==> src/rtl/msu_pkg.sv <==
// Package: shared state encoding and run-side indices for the merge select unit.
package msu_pkg;
    typedef enum logic {
        MS_IDLE = 1'b0,
        MS_RUN  = 1'b1
    } msu_state_e;

    localparam int SIDE_FIRST  = 0;
    localparam int SIDE_SECOND = 1;
endpackage

==> src/rtl/msu_fifo.sv <==
// msu_fifo: single-clock queue of DEPTH words with a combinational head.
// Assumes the owner never pushes when full or pops when empty (checked below).
module msu_fifo #(
    parameter int W     = 16,
    parameter int DEPTH = 8,
    localparam int AW   = (DEPTH > 1) ? $clog2(DEPTH) : 1,
    localparam int CW   = $clog2(DEPTH + 1)
) (
    input  logic          clk,
    input  logic          rst_n,
    input  logic          push,
    input  logic [W-1:0]  push_data,
    input  logic          pop,
    output logic [W-1:0]  head,
    output logic [CW-1:0] count,
    output logic          full
);
    logic [W-1:0]  mem [DEPTH];
    logic [AW-1:0] wr_ptr;
    logic [AW-1:0] rd_ptr;
    logic [CW-1:0] cnt;

    // Storage write; contents need no reset.
    always_ff @(posedge clk) begin
        if (push) mem[wr_ptr] <= push_data;
    end

    // Pointer and occupancy update with wrap at DEPTH-1.
    always_ff @(posedge clk) begin
        if (!rst_n) begin
            wr_ptr <= '0;
            rd_ptr <= '0;
            cnt    <= '0;
        end else begin
            if (push) wr_ptr <= (wr_ptr == AW'(DEPTH - 1)) ? '0 : wr_ptr + AW'(1);
            if (pop)  rd_ptr <= (rd_ptr == AW'(DEPTH - 1)) ? '0 : rd_ptr + AW'(1);
            cnt <= cnt + CW'(push) - CW'(pop);
        end
    end

    assign head  = mem[rd_ptr];
    assign count = cnt;
    assign full  = (cnt == CW'(DEPTH));

    // dropped pushes never reach a full queue.
    p_no_overrun_r3: assert property (@(posedge clk) disable iff (!rst_n)
        push |-> (cnt != CW'(DEPTH)));

    // draining never reads an empty queue.
    p_no_underrun_r5: assert property (@(posedge clk) disable iff (!rst_n)
        pop |-> (cnt != '0));
endmodule

==> src/rtl/msu_pick.sv <==
// msu_pick: chooses which run supplies the next output word.
// It takes the first run on a strict less-than, otherwise the second; an exhausted run is never chosen.
module msu_pick #(
    parameter int W  = 16,
    parameter int CW = 4
) (
    input  logic [W-1:0]  head_a,
    input  logic [W-1:0]  head_b,
    input  logic [CW-1:0] rem_a,
    input  logic [CW-1:0] rem_b,
    output logic          take_a
);
    // Exhaustion overrides the value compare.
    always_comb begin
        if (rem_b == '0)      take_a = 1'b1;
        else if (rem_a == '0) take_a = 1'b0;
        else                  take_a = (head_a < head_b);
    end
endmodule

==> src/rtl/msu_merge_ctrl.sv <==
// msu_merge_ctrl: merge sequencer for the active pair.
// It starts when both queues of the active pair are full, counts down the words left in each run,
// pops one head per accepted beat, then hands over to the other pair.
// Assumes the top blocks pushes into the active pair while a merge runs.
module msu_merge_ctrl
    import msu_pkg::*;
#(
    parameter int W       = 16,
    parameter int RUN_LEN = 8,
    localparam int CW     = $clog2(RUN_LEN + 1)
) (
    input  logic          clk,
    input  logic          rst_n,
    input  logic [CW-1:0] cnt_a,
    input  logic [CW-1:0] cnt_b,
    input  logic [W-1:0]  head_a,
    input  logic [W-1:0]  head_b,
    input  logic          out_ready,
    output logic          act_pair,
    output logic          pop_a,
    output logic          pop_b,
    output logic          out_valid,
    output logic [W-1:0]  out_data,
    output logic          out_last
);
    msu_state_e    state;
    logic          act;
    logic [CW-1:0] rem_a;
    logic [CW-1:0] rem_b;
    logic          take_a;
    logic          start;
    logic          fire;
    logic          final_word;

    msu_pick #(.W(W), .CW(CW)) pick_i (
        .head_a (head_a),
        .head_b (head_b),
        .rem_a  (rem_a),
        .rem_b  (rem_b),
        .take_a (take_a)
    );

    // Start, beat and last-word conditions.
    always_comb begin
        start      = (state == MS_IDLE) && (cnt_a == CW'(RUN_LEN)) && (cnt_b == CW'(RUN_LEN));
        fire       = (state == MS_RUN) && out_ready;
        final_word = ((rem_a == CW'(1)) && (rem_b == '0)) ||
                     ((rem_a == '0) && (rem_b == CW'(1)));
    end

    // Sequencer state, remaining counts and pair toggle.
    always_ff @(posedge clk) begin
        if (!rst_n) begin
            state <= MS_IDLE;
            act   <= 1'b0;
            rem_a <= '0;
            rem_b <= '0;
        end else if (start) begin
            state <= MS_RUN;
            rem_a <= CW'(RUN_LEN);
            rem_b <= CW'(RUN_LEN);
        end else if (fire) begin
            if (take_a) rem_a <= rem_a - CW'(1);
            else        rem_b <= rem_b - CW'(1);
            if (final_word) begin
                state <= MS_IDLE;
                act   <= ~act;
            end
        end
    end

    assign act_pair  = act;
    assign pop_a     = fire && take_a;
    assign pop_b     = fire && !take_a;
    assign out_valid = (state == MS_RUN);
    assign out_data  = take_a ? head_a : head_b;
    assign out_last  = out_valid && final_word;

    // a merge begins only from two full queues.
    p_start_full_r2: assert property (@(posedge clk) disable iff (!rst_n)
        $rose(out_valid) |-> (cnt_a == CW'(RUN_LEN)) && (cnt_b == CW'(RUN_LEN)));

    // remaining counts track the queue occupancy during a merge.
    p_rem_track_r6: assert property (@(posedge clk) disable iff (!rst_n)
        out_valid |-> (cnt_a == rem_a) && (cnt_b == rem_b));

    // the merge closes right after its last word.
    p_last_closes_r6: assert property (@(posedge clk) disable iff (!rst_n)
        (out_valid && out_ready && out_last) |=> !out_valid);

    // the active pair swaps after each completed merge.
    p_pair_swap_r8: assert property (@(posedge clk) disable iff (!rst_n)
        (out_valid && out_ready && out_last) |=> (act_pair != $past(act_pair)));

    // accepted words never decrease within one merge.
    p_ascend_r9: assert property (@(posedge clk) disable iff (!rst_n)
        (out_valid && out_ready && !out_last) |=> out_valid && (out_data >= $past(out_data)));
endmodule

==> src/rtl/merge_select_unit.sv <==
// merge_select_unit: two ping-pong queue pairs feeding one streaming two-way merge.
// Pushes go to the queue chosen by in_pair/in_side. A push that would disturb the merging pair
// or overfill a queue is dropped and flagged on ovf_err one cycle later.
// Assumes each pushed run is ascending and RUN_LEN words long.
module merge_select_unit #(
    parameter int DATA_W  = 16,
    parameter int RUN_LEN = 8,
    localparam int CW     = $clog2(RUN_LEN + 1)
) (
    input  logic              clk,
    input  logic              rst_n,
    input  logic              in_valid,
    input  logic              in_pair,
    input  logic              in_side,
    input  logic [DATA_W-1:0] in_data,
    output logic              out_valid,
    input  logic              out_ready,
    output logic [DATA_W-1:0] out_data,
    output logic              out_last,
    output logic              ovf_err
);
    logic [DATA_W-1:0] head_q [2][2];
    logic [CW-1:0]     cnt_q  [2][2];
    logic              full_q [2][2];
    logic              act_pair;
    logic              pop_a;
    logic              pop_b;
    logic              blocked;
    logic              err_q;

    // Drop rule: the pair under merge, or a full target queue.
    always_comb begin
        blocked = (out_valid && (in_pair == act_pair)) || full_q[in_pair][in_side];
    end

    for (genvar gp = 0; gp < 2; gp++) begin : g_pair
        for (genvar gs = 0; gs < 2; gs++) begin : g_side
            logic q_push;
            logic q_pop;
            assign q_push = in_valid && !blocked && (in_pair == 1'(gp)) && (in_side == 1'(gs));
            assign q_pop  = (act_pair == 1'(gp)) && ((gs == msu_pkg::SIDE_FIRST) ? pop_a : pop_b);
            msu_fifo #(.W(DATA_W), .DEPTH(RUN_LEN)) fifo_i (
                .clk       (clk),
                .rst_n     (rst_n),
                .push      (q_push),
                .push_data (in_data),
                .pop       (q_pop),
                .head      (head_q[gp][gs]),
                .count     (cnt_q[gp][gs]),
                .full      (full_q[gp][gs])
            );
        end
    end

    msu_merge_ctrl #(.W(DATA_W), .RUN_LEN(RUN_LEN)) ctrl_i (
        .clk       (clk),
        .rst_n     (rst_n),
        .cnt_a     (cnt_q[act_pair][msu_pkg::SIDE_FIRST]),
        .cnt_b     (cnt_q[act_pair][msu_pkg::SIDE_SECOND]),
        .head_a    (head_q[act_pair][msu_pkg::SIDE_FIRST]),
        .head_b    (head_q[act_pair][msu_pkg::SIDE_SECOND]),
        .out_ready (out_ready),
        .act_pair  (act_pair),
        .pop_a     (pop_a),
        .pop_b     (pop_b),
        .out_valid (out_valid),
        .out_data  (out_data),
        .out_last  (out_last)
    );

    // Error flag for the previous cycle's dropped push.
    always_ff @(posedge clk) begin
        if (!rst_n) err_q <= 1'b0;
        else        err_q <= in_valid && blocked;
    end

    assign ovf_err = err_q;

    // a stalled beat holds its word.
    p_stall_hold_r7: assert property (@(posedge clk) disable iff (!rst_n)
        (out_valid && !out_ready) |=> out_valid && $stable(out_data));

    // a push aimed at the merging pair is always flagged.
    p_merge_push_flag_r3: assert property (@(posedge clk) disable iff (!rst_n)
        (out_valid && in_valid && (in_pair == act_pair)) |=> ovf_err);
endmodule

==> config.mk <==
export PLATFORM = sky130hd
export DESIGN_NAME = merge_select_unit
export DESIGN_NICKNAME = d
export VERILOG_FILES = /design/src/rtl/msu_pkg.sv /design/src/rtl/msu_fifo.sv /design/src/rtl/msu_pick.sv /design/src/rtl/msu_merge_ctrl.sv /design/src/rtl/merge_select_unit.sv
export SDC_FILE = /design/constraint.sdc
export NUM_CORES = 1
export LEC_CHECK = 0
export ABC_CLOCK_PERIOD_IN_PS = 5100
export CAP_MARGIN = 5
export CORE_MARGIN = 5
export CORE_UTILIZATION = 37
export DETAILED_ROUTE_END_ITERATION = 12
export DONT_BUFFER_PORTS = 1
export PLACE_DENSITY = 0.64
export SLEW_MARGIN = 40
export SYNTH_ARGS = -nofsm -noshare
export SYNTH_HDL_FRONTEND = slang
export SYNTH_HIERARCHICAL = 1
export SYNTH_SLANG_ARGS = --single-unit
==> constraint.sdc <==
create_clock -name clk -period 5.1 [get_ports clk]
set_input_delay 0.51 -clock clk [delete_from_list [all_inputs] [get_ports clk]]
set_output_delay 0.51 -clock clk [all_outputs]
set_load 0.1 [all_outputs]
### Word level (Yosys, flattened, before mapping)

Memory sizes are Yosys's and may differ from the RTL's. A register that Yosys moved wholly into a read port is not among the register bits.
Cells that the tools add are included.

* latch bits: 0
* memories kept: 4
* register bits after elaboration: 51
* memory bits (writable): 512
* word-level logic and storage cells: 158
* ROM bits: 0

* reductions and logical operators: 37
* order comparisons: 4
* equality and inequality tests: 18
* muxes and demuxes: 48
* shift operators: 0
* bitwise gates (word level): 10
* add/sub/neg operators: 18
* $mul: 0
* divide/modulo/power cells: 0

Memories
* g_pair[0].g_side[0].fifo_i.mem: depth 8, width 16, read ports 1, clocked after Yosys merged registers in 1, wr ports 1, line msu_fifo.sv:18 `logic [W-1:0] mem [DEPTH];`
* g_pair[0].g_side[1].fifo_i.mem: depth 8, width 16, read ports 1, clocked after Yosys merged registers in 1, wr ports 1, line msu_fifo.sv:18
* g_pair[1].g_side[0].fifo_i.mem: depth 8, width 16, read ports 1, clocked after Yosys merged registers in 1, wr ports 1, line msu_fifo.sv:18
* g_pair[1].g_side[1].fifo_i.mem: depth 8, width 16, read ports 1, clocked after Yosys merged registers in 1, wr ports 1, line msu_fifo.sv:18

Operators by type and width (count)
* $mux W32: 3
* $mux W3: 16
* $add A3 B1 Y3 const B: 8
* $eq A3 B3 Y1 const B: 8
* $eq A4 B4 Y1 const B: 6
* $mux W4: 6
* $mux W8: 3
* $logic_and A1 B1 Y1: 21
* $add A4 B1 Y4: 4
* $lt A16 B16 Y1: 1
* $mux W1: 16
* $mux W16: 1
* $sub A4 B1 Y4: 4
* $reduce_and A2 Y1: 5
* $eq A4 B1 Y1 const B: 2
* $logic_not A4 Y1: 2
* $sub A4 B1 Y4 const B: 2
* $not A1 Y1: 7
* $ge A2 B2 Y1 const B: 3
* $mux W2: 3
* $not A1 Y2: 3
* $reduce_bool A2 Y1: 3
* $reduce_and A3 Y1: 1
* $logic_not A1 Y1: 2
* other kinds (4): 5

### Logic depth before layout (Yosys ltp)

* word-level depth: 14
* gate-level depth with buffers: 23

### Hierarchy

Netlist, hierarchy kept.

Modules (own cells, without submodules)
* msu_fifo: area an instance 5561.6 um2, sequential area each 4103.9 um2, times used 4, cells an instance 257
* msu_merge_ctrl: area an instance 778.2 um2, sequential area each 200.2 um2, times used 1, cells an instance 78
* merge_select_unit: area an instance 611.8 um2, sequential area each 20.0 um2, times used 1, cells an instance 63
* msu_pick: area an instance 404.1 um2, sequential area each 0.0 um2, times used 1, cells an instance 55

### Least setup slack after synthesis

Ideal clock, no wire load.

* kind: reg2reg
* start point: reg (tool-made name)
* end point: reg g_pair[0].g_side[0].fifo_i.cnt[2]
* stages on the path, launching flop included: 22
* setup time: 0.115 ns
* slack: 0.125 ns
* arrival: 4.860 ns
* path buffers: 3
* path through: dfxtp_1 > buf_6 > buf_6 > mux4_1 > mux2_2 > mux2_2 > ha_1 > a21o_1 > a21o_1 > a2111oi_2 > a21o_1 > clkbuf_1 > nand3_1 > inv_1 > nor2b_1 > ha_1 > inv_1 > ha_1 > inv_1 > fa_1 > xnor2_1 > and2_1

RTL lines
* to (signal assigned): line msu_fifo.sv:37 `cnt <= cnt + CW'(push) - CW'(pop);`
* to (decl): line msu_fifo.sv:21 `logic [CW-1:0] cnt;`

==> impl_metrics.tcl <==
set metrics [dict create \
    post-route-drc-count 0 \
    worst_slack_ps 156.5 \
    core_area_sq_mm 0.06446 \
    synth_top_flop_cell "sky130_fd_sc_hd__edfxtp_1" \
    grt_setup_unrepaired "false" \
    synthesis.instances 1224 \
    vdd_drop_max_mv 0.2651 \
    post-route-min-period_ps 4944 \
    largest_family_of_logic_cells_by_synthesized_area "multiplexers" \
    grt_remaining_overflow 0 \
    cts_tree "yes" \
    mappedNetlistArea_sq_mm 0.02404 \
    synth-edff-count 512 \
    hold_viol 0 \
    numPortBuffers 0 \
    tritoncts_num_sinks 575 \
    final_max_slew_viol_count 0 \
    cp-start-kind "register" \
    cts-root-to-sink-buffers 3 \
    ys_seq_elements 575 \
    slew_headroom 0.4247 \
    clk_latency_ps 610 \
    gr-usage-all-layers 0.1403 \
    drt_pre_antenna_iters 5 \
    grt_antenna_before_repair 0 \
    die_h_microns 264.9 \
    synth_xor_xnor_area_share 0.002915 \
    worst_clock_skew_ps 11.59 \
    floorplan.initialDensity 0.3729 \
    grt_start_max_net_pins 45 \
    synth_cell_types 47 \
    number_of_rows_created_at_floorplan 93 \
    detailroute.via_count 11462 \
    worst-setup-path-type "reg2out" \
    final_instance_area_sq_mm 0.02800 \
    dpl.hpwl_mm 31.09 \
    layout-drive-gt1-share 0.2592 \
    ctsHtreeMaxLevel 2 \
    nNetsFinal 1414 \
    layout_worst_path_cycle_share 0.9693 \
    worst_path_required_ps 4590 \
    worst-path-max-fanout 17 \
    timing.max_cap.violations 0 \
    p_per_area_mw_per_mm2 347.2 \
    die_width_microns 264.9 \
    total_routed_length_mm 49.53 \
    layoutNonFillerInstCount 2236 \
    worstHoldPathType "in2reg" \
    clock-root-buffer "sky130_fd_sc_hd__clkbuf_16" \
    via_per_inst 5.126 \
    tns_ps 0 \
    async_flop_share 0 \
    leakagePower_nw 9.350 \
    worstSetupEndpointType "output pin" \
    fill_cells 5562 \
    fmax_mhz 202.3 \
    run_status "finished, final reports clean" \
    yosysWarnings 6 \
    synth-compound-area-share 0.01535 \
    final-setup-viol-count 0 \
    initialDrtViolationCount 819 \
    cts_buffers 59 \
    grt_pass1_vias 11848 \
    clk_pin_slew_worst_paths_ps 60 \
    post_drt_wl_per_cell_microns 22.15 \
    ios 41 \
    layout-area-overhead-vs-synth_pct 16.48 \
    yosysSeqAreaShare 0.6920 \
    synth_simple_gate_area_share 0.03674 \
    preCtsSetupSlack_ps 38.26 \
    global_route_wire_length_before_repair_mm 74.95 \
    finalWeightedCongestion 0.8092 \
    worstMarginPinSlew_ps 855.0 \
    antennaDiodeCount 0 \
    final.hold.worst_slack_ps 38.53 \
    postRouteAntennaNets 0 \
    area_of_the_die_sq_mm 0.07017 \
    worst-endpoint-arrival_ps 4430 \
    yosys.area_share.adder 0.03300 \
    number_of_nets_produced_by_synthesis 1307 \
    placed_cell_area_sq_mm 0.02574 \
    postSynthAreaPerCell_sq_um 19.64 \
    numPlacedInstances 2105 \
    multiplexer_share_of_the_synthesized_area 0.1976 \
]
## per-stage QoR
| step | util | total power, W |
|---|---|---|
| 2_1_floorplan | - | 0.005369 |
| 6_report | 0.4344 | 0.009721 |
| 3_3_place_gp | 0.3993 | 0.005415 |
| 5_1_grt | 0.4344 | 0.01004 |
| 3_5_place_dp | 0.3994 | 0.005420 |
| 4_1_cts | 0.4344 | 0.009823 |
## sequential cells by signal, summed over array words and instances (netlist names), named ones only
name / flops
g_pair.g_side.fifo_i/count: 16
ctrl_i/rem_b: 4
ctrl_i/rem_a: 4
ovf_err: 1
ctrl_i/act_pair: 1
ctrl_i/out_valid: 1
g_pair.g_side.fifo_i/wr_ptr: 12
g_pair.g_side.fifo_i/rd_ptr: 12
g_pair.g_side.fifo_i/mem: 512
## report_power, final
part           switching, W  internal, W  total [W]
Sequential        0.0000112      0.00515    0.00516
Clock               0.00173      0.00259    0.00433
Combinational      0.000150    0.0000835   0.000233
## worst paths after layout
kind                                 startpoint                                  end  slack [ps]  depth (start not counted)
worst max-delay path                   register                          out_data[6]         160                         14
worst min-delay path                    in_pair                              ovf_err          40                          1
worst max register to register         register  g_pair[1].g_side[1].fifo_i/count[2]         270                         21
worst min register to register  ctrl_i/rem_b[1]                      ctrl_i/rem_b[1]         540                          2
## per-layer routing
layer,up-vias,share of wire,global-route usage
met5,-,0,0
met4,0,0.016,0.02811
met3,61,0.050,0.02896
met2,239,0.48,0.2282
met1,5981,0.45,0.1987
li1,5181,-,-
## cell families after synthesis
family | count (synthesis)
xor+xnor | 8
simple gates | 162
fa+ha+maj | 61
buf+inv | 107
mux | 262
flops | 575
compound gates | 49
## worst max-delay path, stage by stage (launching register included)
cell and delay (ps):
sky130_fd_sc_hd__dfxtp_2 370, sky130_fd_sc_hd__buf_12 180, sky130_fd_sc_hd__buf_4 190, sky130_fd_sc_hd__mux4_1 570, sky130_fd_sc_hd__mux2_2 290, sky130_fd_sc_hd__mux2_2 280
sky130_fd_sc_hd__inv_1 60, sky130_fd_sc_hd__ha_1 250, sky130_fd_sc_hd__a2111oi_4 310, sky130_fd_sc_hd__a21oi_2 100, sky130_fd_sc_hd__a22oi_2 160, sky130_fd_sc_hd__a21o_2 240
sky130_fd_sc_hd__buf_12 190, sky130_fd_sc_hd__mux2_2 420, sky130_fd_sc_hd__buf_12 190
## synthesized netlist by cell type (14+ instances only)
cell type / count / area, sq um
sky130_fd_sc_hd__edfxtp_1: 512 / 15370
sky130_fd_sc_hd__mux2_2: 107 / 1205
sky130_fd_sc_hd__mux4_1: 100 / 2628
sky130_fd_sc_hd__dfxtp_1: 63 / 1261
sky130_fd_sc_hd__ha_1: 57 / 713.2
sky130_fd_sc_hd__inv_1: 56 / 210.2
sky130_fd_sc_hd__nor2_1: 33 / 123.9
sky130_fd_sc_hd__nand2_1: 30 / 112.6
sky130_fd_sc_hd__mux4_2: 28 / 630.6
sky130_fd_sc_hd__and2_1: 22 / 137.6
sky130_fd_sc_hd__clkbuf_1: 21 / 78.83
sky130_fd_sc_hd__nor2b_1: 20 / 125.1
sky130_fd_sc_hd__nand2b_1: 17 / 106.4
sky130_fd_sc_hd__buf_6: 16 / 180.2
sky130_fd_sc_hd__buf_2: 14 / 70.07
sky130_fd_sc_hd__mux2i_1: 14 / 140.1
## layout make-up
cell class                 count  area (sq um)  area share
sequential                   575         16640      0.5944
multi-input combinational    542          6967      0.2488
inverter                      56         210.2    0.007507
clock inverter                33         367.9     0.01314
tap                          855          1070     0.03820
clock buffer                  78          1590     0.05679
timing repair buffer          97          1154     0.04120
## placed cells by master (no fill, tap or decap), types with 30 or more instances in the layout
cell	synthesis	final
sky130_fd_sc_hd__edfxtp_1	512	512
sky130_fd_sc_hd__mux2_2	107	114
sky130_fd_sc_hd__mux4_1	100	100
sky130_fd_sc_hd__clkbuf_16	0	61
sky130_fd_sc_hd__ha_1	57	57
sky130_fd_sc_hd__dfxtp_1	63	57
sky130_fd_sc_hd__inv_1	56	54
sky130_fd_sc_hd__buf_4	0	51
sky130_fd_sc_hd__nor2_1	33	33
sky130_fd_sc_hd__buf_12	0	32
sky130_fd_sc_hd__nand2_1	30	30
## repair_timing
| item | CTS | global route |
|---|---|---|
| buffers inserted | 1 | 0 |
| pin swaps | 0 | 2 |
| hold endpoints to repair | 520 | 0 |
| cloned | 1 | 0 |
| hold buffers | 18 | 0 |
| gates resized for setup | 15 | 16 |
| setup endpoints to repair | 17 | 25 |
(Power assumes the default switching activity.)
